===== src/rtl/rxd_pkg.sv =====
// Package rxd_pkg
// Shared widths, header codes and the block tag type for the receive deframer.
package rxd_pkg;
    localparam int HDR_W = 2;
    localparam int PAY_W = 64;
    localparam int BLK_W = HDR_W + PAY_W;

    localparam logic [HDR_W-1:0] HDR_DATA = 2'b01;
    localparam logic [HDR_W-1:0] HDR_CTRL = 2'b10;

    typedef enum logic [1:0] {
        KIND_DATA = 2'd0,
        KIND_CTRL = 2'd1,
        KIND_IDLE = 2'd2,
        KIND_BAD  = 2'd3
    } blk_kind_e;
endpackage


===== src/rtl/blk_classify.sv =====
// Module blk_classify
// Splits one 66-bit block into header and payload and tags it.
// Assumes the header sits in the two top bits. Purely combinational.
module blk_classify
    import rxd_pkg::*;
#(
    parameter logic [7:0] IDLE_TYPE = 8'h1E
) (
    input  logic [BLK_W-1:0] blk,
    output blk_kind_e        kind,
    output logic [PAY_W-1:0] payload,
    output logic             hdr_ok,
    output logic             is_idle,
    output logic             is_bad
);
    logic [HDR_W-1:0] hdr;

    assign hdr     = blk[BLK_W-1 -: HDR_W];
    assign payload = blk[PAY_W-1:0];

    // Decode the header and spot idle control blocks.
    always_comb begin
        hdr_ok  = (hdr == HDR_DATA) || (hdr == HDR_CTRL);
        is_bad  = !hdr_ok;
        is_idle = (hdr == HDR_CTRL) && (payload[7:0] == IDLE_TYPE)
                  && (payload[PAY_W-1:8] == '0);
        if (is_bad)
            kind = KIND_BAD;
        else if (is_idle)
            kind = KIND_IDLE;
        else if (hdr == HDR_CTRL)
            kind = KIND_CTRL;
        else
            kind = KIND_DATA;
    end
endmodule


===== src/rtl/sat_accum.sv =====
// Module sat_accum
// Saturating accumulator with a synchronous clear that wins over an add.
// Assumes INC_W <= W.
module sat_accum #(
    parameter int W     = 16,
    parameter int INC_W = 3
) (
    input  logic             clk,
    input  logic             rst_n,
    input  logic             clr,
    input  logic             en,
    input  logic [INC_W-1:0] inc,
    output logic [W-1:0]     cnt
);
    logic [W:0] sum;

    // Widened sum so that an overflow shows in the top bit.
    assign sum = {1'b0, cnt} + {{(W + 1 - INC_W){1'b0}}, inc};

    // Accumulate, clamp at the top, clear on request.
    always_ff @(posedge clk) begin
        if (!rst_n || clr)
            cnt <= '0;
        else if (en)
            cnt <= sum[W] ? '1 : sum[W-1:0];
    end
endmodule


===== src/rtl/blk_deframer_rx.sv =====
// Module blk_deframer_rx
// Receive deframer for a word of NUM_BLK 66-bit blocks. It takes one word on
// every enabled cycle (no backpressure), registers per-block tags and payloads
// with one cycle of latency, keeps saturating totals and requests a local
// fault when reception is lost. Assumes word_am is meaningful only with word_ena.
module blk_deframer_rx
    import rxd_pkg::*;
#(
    parameter int         NUM_BLK   = 4,
    parameter int         CNT_W     = 16,
    parameter logic [7:0] IDLE_TYPE = 8'h1E
) (
    input  logic                     clk,
    input  logic                     rst_n,
    input  logic                     word_ena,
    input  logic [NUM_BLK*BLK_W-1:0] word_data,
    input  logic                     word_am,
    input  logic                     link_up,
    input  logic                     cnt_clr,
    output logic                     out_vld,
    output logic                     out_am,
    output logic [NUM_BLK*2-1:0]     out_kind,
    output logic [NUM_BLK*PAY_W-1:0] out_payload,
    output logic                     lf_req,
    output logic [CNT_W-1:0]         cnt_blocks,
    output logic [CNT_W-1:0]         cnt_idle,
    output logic [CNT_W-1:0]         cnt_am,
    output logic [CNT_W-1:0]         cnt_hdr_err
);
    localparam int INC_W = $clog2(NUM_BLK + 1);

    logic [NUM_BLK*2-1:0]     kind_c;
    logic [NUM_BLK*PAY_W-1:0] pay_c;
    logic [NUM_BLK-1:0]       ok_v, idle_v, bad_v;
    logic [INC_W-1:0]         n_ok, n_idle, n_bad;
    logic                     user_cyc, am_cyc;

    // One classifier per lane.
    for (genvar g = 0; g < NUM_BLK; g++) begin : g_lane
        blk_kind_e lane_kind;
        blk_classify #(.IDLE_TYPE(IDLE_TYPE)) u_cls (
            .blk     (word_data[g*BLK_W +: BLK_W]),
            .kind    (lane_kind),
            .payload (pay_c[g*PAY_W +: PAY_W]),
            .hdr_ok  (ok_v[g]),
            .is_idle (idle_v[g]),
            .is_bad  (bad_v[g])
        );
        assign kind_c[g*2 +: 2] = lane_kind;
    end

    // Population counts of the per-lane flags.
    always_comb begin
        n_ok   = '0;
        n_idle = '0;
        n_bad  = '0;
        for (int i = 0; i < NUM_BLK; i++) begin
            n_ok   = n_ok   + INC_W'(ok_v[i]);
            n_idle = n_idle + INC_W'(idle_v[i]);
            n_bad  = n_bad  + INC_W'(bad_v[i]);
        end
    end

    assign user_cyc = word_ena && !word_am;
    assign am_cyc   = word_ena && word_am;

    // Valid strobe and fault request follow their inputs by one cycle.
    always_ff @(posedge clk) begin
        if (!rst_n) begin
            out_vld <= 1'b0;
            lf_req  <= 1'b0;
        end else begin
            out_vld <= word_ena;
            lf_req  <= !link_up;
        end
    end

    // Output word registers load only on enabled cycles.
    always_ff @(posedge clk) begin
        if (!rst_n) begin
            out_am      <= 1'b0;
            out_kind    <= '0;
            out_payload <= '0;
        end else if (word_ena) begin
            out_am      <= word_am;
            out_kind    <= kind_c;
            out_payload <= pay_c;
        end
    end

    sat_accum #(.W(CNT_W), .INC_W(INC_W)) u_cnt_blocks (
        .clk(clk), .rst_n(rst_n), .clr(cnt_clr), .en(user_cyc),
        .inc(n_ok), .cnt(cnt_blocks)
    );
    sat_accum #(.W(CNT_W), .INC_W(INC_W)) u_cnt_idle (
        .clk(clk), .rst_n(rst_n), .clr(cnt_clr), .en(user_cyc),
        .inc(n_idle), .cnt(cnt_idle)
    );
    sat_accum #(.W(CNT_W), .INC_W(INC_W)) u_cnt_err (
        .clk(clk), .rst_n(rst_n), .clr(cnt_clr), .en(user_cyc),
        .inc(n_bad), .cnt(cnt_hdr_err)
    );
    sat_accum #(.W(CNT_W), .INC_W(INC_W)) u_cnt_am (
        .clk(clk), .rst_n(rst_n), .clr(cnt_clr), .en(am_cyc),
        .inc(INC_W'(1)), .cnt(cnt_am)
    );
endmodule


===== config.mk =====
export PLATFORM = sky130hd
export DESIGN_NAME = blk_deframer_rx
export DESIGN_NICKNAME = d
export VERILOG_FILES = /design/src/rtl/rxd_pkg.sv /design/src/rtl/blk_classify.sv /design/src/rtl/sat_accum.sv /design/src/rtl/blk_deframer_rx.sv
export SDC_FILE = /design/constraint.sdc
export NUM_CORES = 1
export LEC_CHECK = 0
export ABC_CLOCK_PERIOD_IN_PS = 4900
export BUFFER_PORTS_ARGS = -buffer_cell sky130_fd_sc_hd__buf_2
export CORE_AREA = 2 2 232 234
export CTS_CLUSTER_SIZE = 40
export DETAILED_ROUTE_END_ITERATION = 8
export DIE_AREA = 0 0 234 236
export PLACE_DENSITY = 0.6
export REMOVE_ABC_BUFFERS = 1
export SYNTH_ARGS = -nofsm -noshare
export SYNTH_HDL_FRONTEND = slang
export SYNTH_SLANG_ARGS = --single-unit

===== constraint.sdc =====
create_clock -name clk -period 4.9 [get_ports clk]
set_input_delay 0.735 -clock clk [delete_from_list [all_inputs] [get_ports clk]]
set_output_delay 0.735 -clock clk [all_outputs]
set_load 0.005 [all_outputs]

==> results.md <==
- Post-route cell area: 0.0188 mm2
- Util after Layout: 35.5%
- Crit end category: flop
- Root Driver: clkbuf_16
- CP max stage cell: or4_4
- Total gr overflow: 0
- Cell area after synthesis: 0.0139 mm2
- Final hold vios: 0
- Detailed Place HPWL: 36600 um
- Die X: 234 um
- P_leak: 8.91 nW
- Relative slew margins: 30.7%
- # DRC: 0
- Fin crit share: 83.7%
- Share of cells above drive strength 1: 35.4%
- Crit path DAT: 4.47 ns
- WP data required: 5.27 ns
- Synth Warn #: 0
- Crit path largest cell delay: 0.62 ns
- Max-cap viol count: 0
- Global-route wire length before repair: 69300 um
- Synth Flop Type: dfxtp_1
- DR WL/cell: 17.9 um
- Final WS setup: 0.799 ns
- Peak supply drop: 0.242 mV
- Post-synthesis cell type count: 58
- Layout Nets: 2204
- Gr usage total: 16.2%
- Die area: 0.0552 mm2
- Post-synth top area share: 47.7%
- Hold Path Stages: 2
- Critical-path cell list: buf_2 -> or4_1 -> nor2_1 -> nand4_1 -> or4_4 -> xor2_1 -> ha_1 -> fa_1 -> fa_1 -> nand4b_1 -> nor2_1 -> nand2_1 -> a21oi_1
- Power per cell area: 345 mW/mm2
- Pre-CTS setup slack: 0.192 ns
- Post-CTS sizing: 0
- Initial DRC count: 419
- Syn_area_per_cell: 10.4 um2
- Drt pass-1 iters: 4
- Total Routed Length: 47400 um
- Core Box Area: 0.0531 mm2
- Largest net degree at the start of global routing: 118
- Vias in the first global route: 11871
- # port buffers: 600
- Htree depth: 2
- Top achievable clock speed: 244 MHz
- Count leader, synth: dfxtp_1
- Post-Layout Cell Count: 2642
- Leading area contributor after synthesis: dfxtp_1
- Cell Area, Placed: 0.0176 mm2
- # setup viols final: 0
- Post-synth EDFFs: 0
- Clock latency on the worst-skew pair: 0.55 ns
- Worst-margin pin slew: 1.04 ns
- Crit path time final: 4.10 ns
- Hold Path Class: input port to flop
- Via count: 11928
- Clock sink count: 331
- Post-Synthesis Cells: 1337
- Starting Density: 26.2%
- Synth top cells by count: dfxtp_1 (331), nor2b_1 (265), mux2i_1 (258), clkbuf_1 (46), nor4_1 (43)
- # fillers: 5364
- Routed Antenna Nets: 0
- Synthesis-to-finish area growth: 35.5%
- CTS buffer count: 39
- Clock Tree Buf Depth: 3
- Layout Skew: 0.0138 ns
- Placed Cells: 2569
- CTS tree: built
- Crit Path Category: input port to flop
- Clk slew on worst S/H paths: 0.05 ns
- Startpoint types: input port
- Reg2Reg Depth: 7
- Post-CTS Hold Buffers: 0
- RSZ-0062 raised after global routing: false
- Synth async-reset ratio: 0%
- #FFs+latches synth: 331
- Setup bufs post-CTS: 0
- Die height: 236 um
- Vias/cell: 4.51
- Sequential area share after synthesis: 47.7%
- Cell Rows: 85
- Initial antenna violation count: 14
- Status: completed
- RePlAce Congestion: 0.902
- CP Max Fanout: 8
- Top cells by area, synth: dfxtp_1 (48%), mux2i_1 (19%), nor2b_1 (12%)
- IO Count: 601
- Max Slew Vio Count: 0
- Setup TNS: 0 ns
critical path, delay by kind of cell:
family	cells	cell delay (ns)
and+or+nand+nor	7	2.19
xor gates and xnor gates	1	0.17
adders and majority gates	3	1.14
AOI/OAI and AO/OA	1	0.11
buffers and inverters	1	0.13
metal layers:
metal  track usage (%)  vias to the layer above  part of all wire, %
met5                 0                        -                0.027
met1              18.7                     5570                   41
met2              28.2                      416                   48
met4              5.66                        2                  3.1
met3              4.64                       84                  7.5
li1                  -                     5856                    -
kinds of logic (layout without fill, tap and decap cells):
logic type                 Yosys count  after routing  share of synthesized area (%)
xor gates and xnor gates            33             33                           2.08
DFF                                331            331                           47.7
and+or+nand+nor                    493            493                           22.0
adders and majority gates           20             20                           2.18
buffers and inverters               96            698                           2.97
muxes                              258            258                           18.6
AOI/OAI and AO/OA                  106            106                           4.56
other                                0              7                              0
cell usage in the layout (no fill, tap or decap), types with 15 or more instances in the layout:
cell,netlist,routed
dfxtp_1,331,331
nand4_1,24,24
xnor2_1,18,18
o21ai_0,18,18
clkbuf_16,0,39
mux2i_1,258,258
inv_1,22,22
buf_2,24,598
xor2_1,15,15
nor2_1,32,32
nor3_1,16,16
nand2_1,23,23
nor2b_1,265,265
nor4_1,43,43
a31oi_1,25,25
a21oi_1,41,41
nand3_1,21,21
metrics by stage:
stage          power (mW)  hold slack, ns
3_5_place_dp         3.70           0.457
3_3_place_gp         3.69           0.457
4_1_cts              6.59           0.312
6_report             6.49           0.351
5_1_grt              6.78           0.331
2_1_floorplan        3.24           0.460
area by class of cell:
| type | instances | area [um2] | share of cell area, % |
|---|---|---|---|
| Timing Repair Buffer | 610 | 3120 | 16.6 |
| Tap cell | 696 | 871 | 4.62 |
| Clock inverter | 14 | 135 | 0.718 |
| Clock buffer | 52 | 1110 | 5.92 |
| Inverter | 22 | 82.6 | 0.439 |
| Multi-Input combinational cell | 910 | 6860 | 36.4 |
| Sequential cell | 331 | 6630 | 35.2 |
| Antenna cell | 7 | 17.5 | 0.0930 |
worst paths after layout:
path	start	endpoint	slack, ns
worst min-delay path	link_up	lf_req	0.35
worst min register to register	out_kind[0]	out_kind[0]	0.47
worst max register to register	u_cnt_blocks.cnt[0]	u_cnt_blocks.cnt[5]	2.13
worst max-delay path	word_data[6]	u_cnt_idle.cnt[11]	0.80
power by group:
| group | internal (mW) | leakage [nW] | switching (mW) |
|---|---|---|---|
| registers | 2.83 | 2.72 | 0.0686 |
| logic | 0.363 | 5.56 | 0.379 |
| clock network | 1.70 | 0.628 | 1.16 |
| total | 4.89 | 8.91 | 1.60 |
flip-flops by register name, summed over array words and instances, names as in the netlist:
| signal | flops |
|---|---|
| out_payload | 256 |
| u_cnt_am.cnt | 16 |
| u_cnt_blocks.cnt | 16 |
| u_cnt_err.cnt | 16 |
| u_cnt_idle.cnt | 16 |
| out_kind | 8 |
| lf_req | 1 |
| out_am | 1 |
| out_vld | 1 |
(Power assumes the default switching activity.)
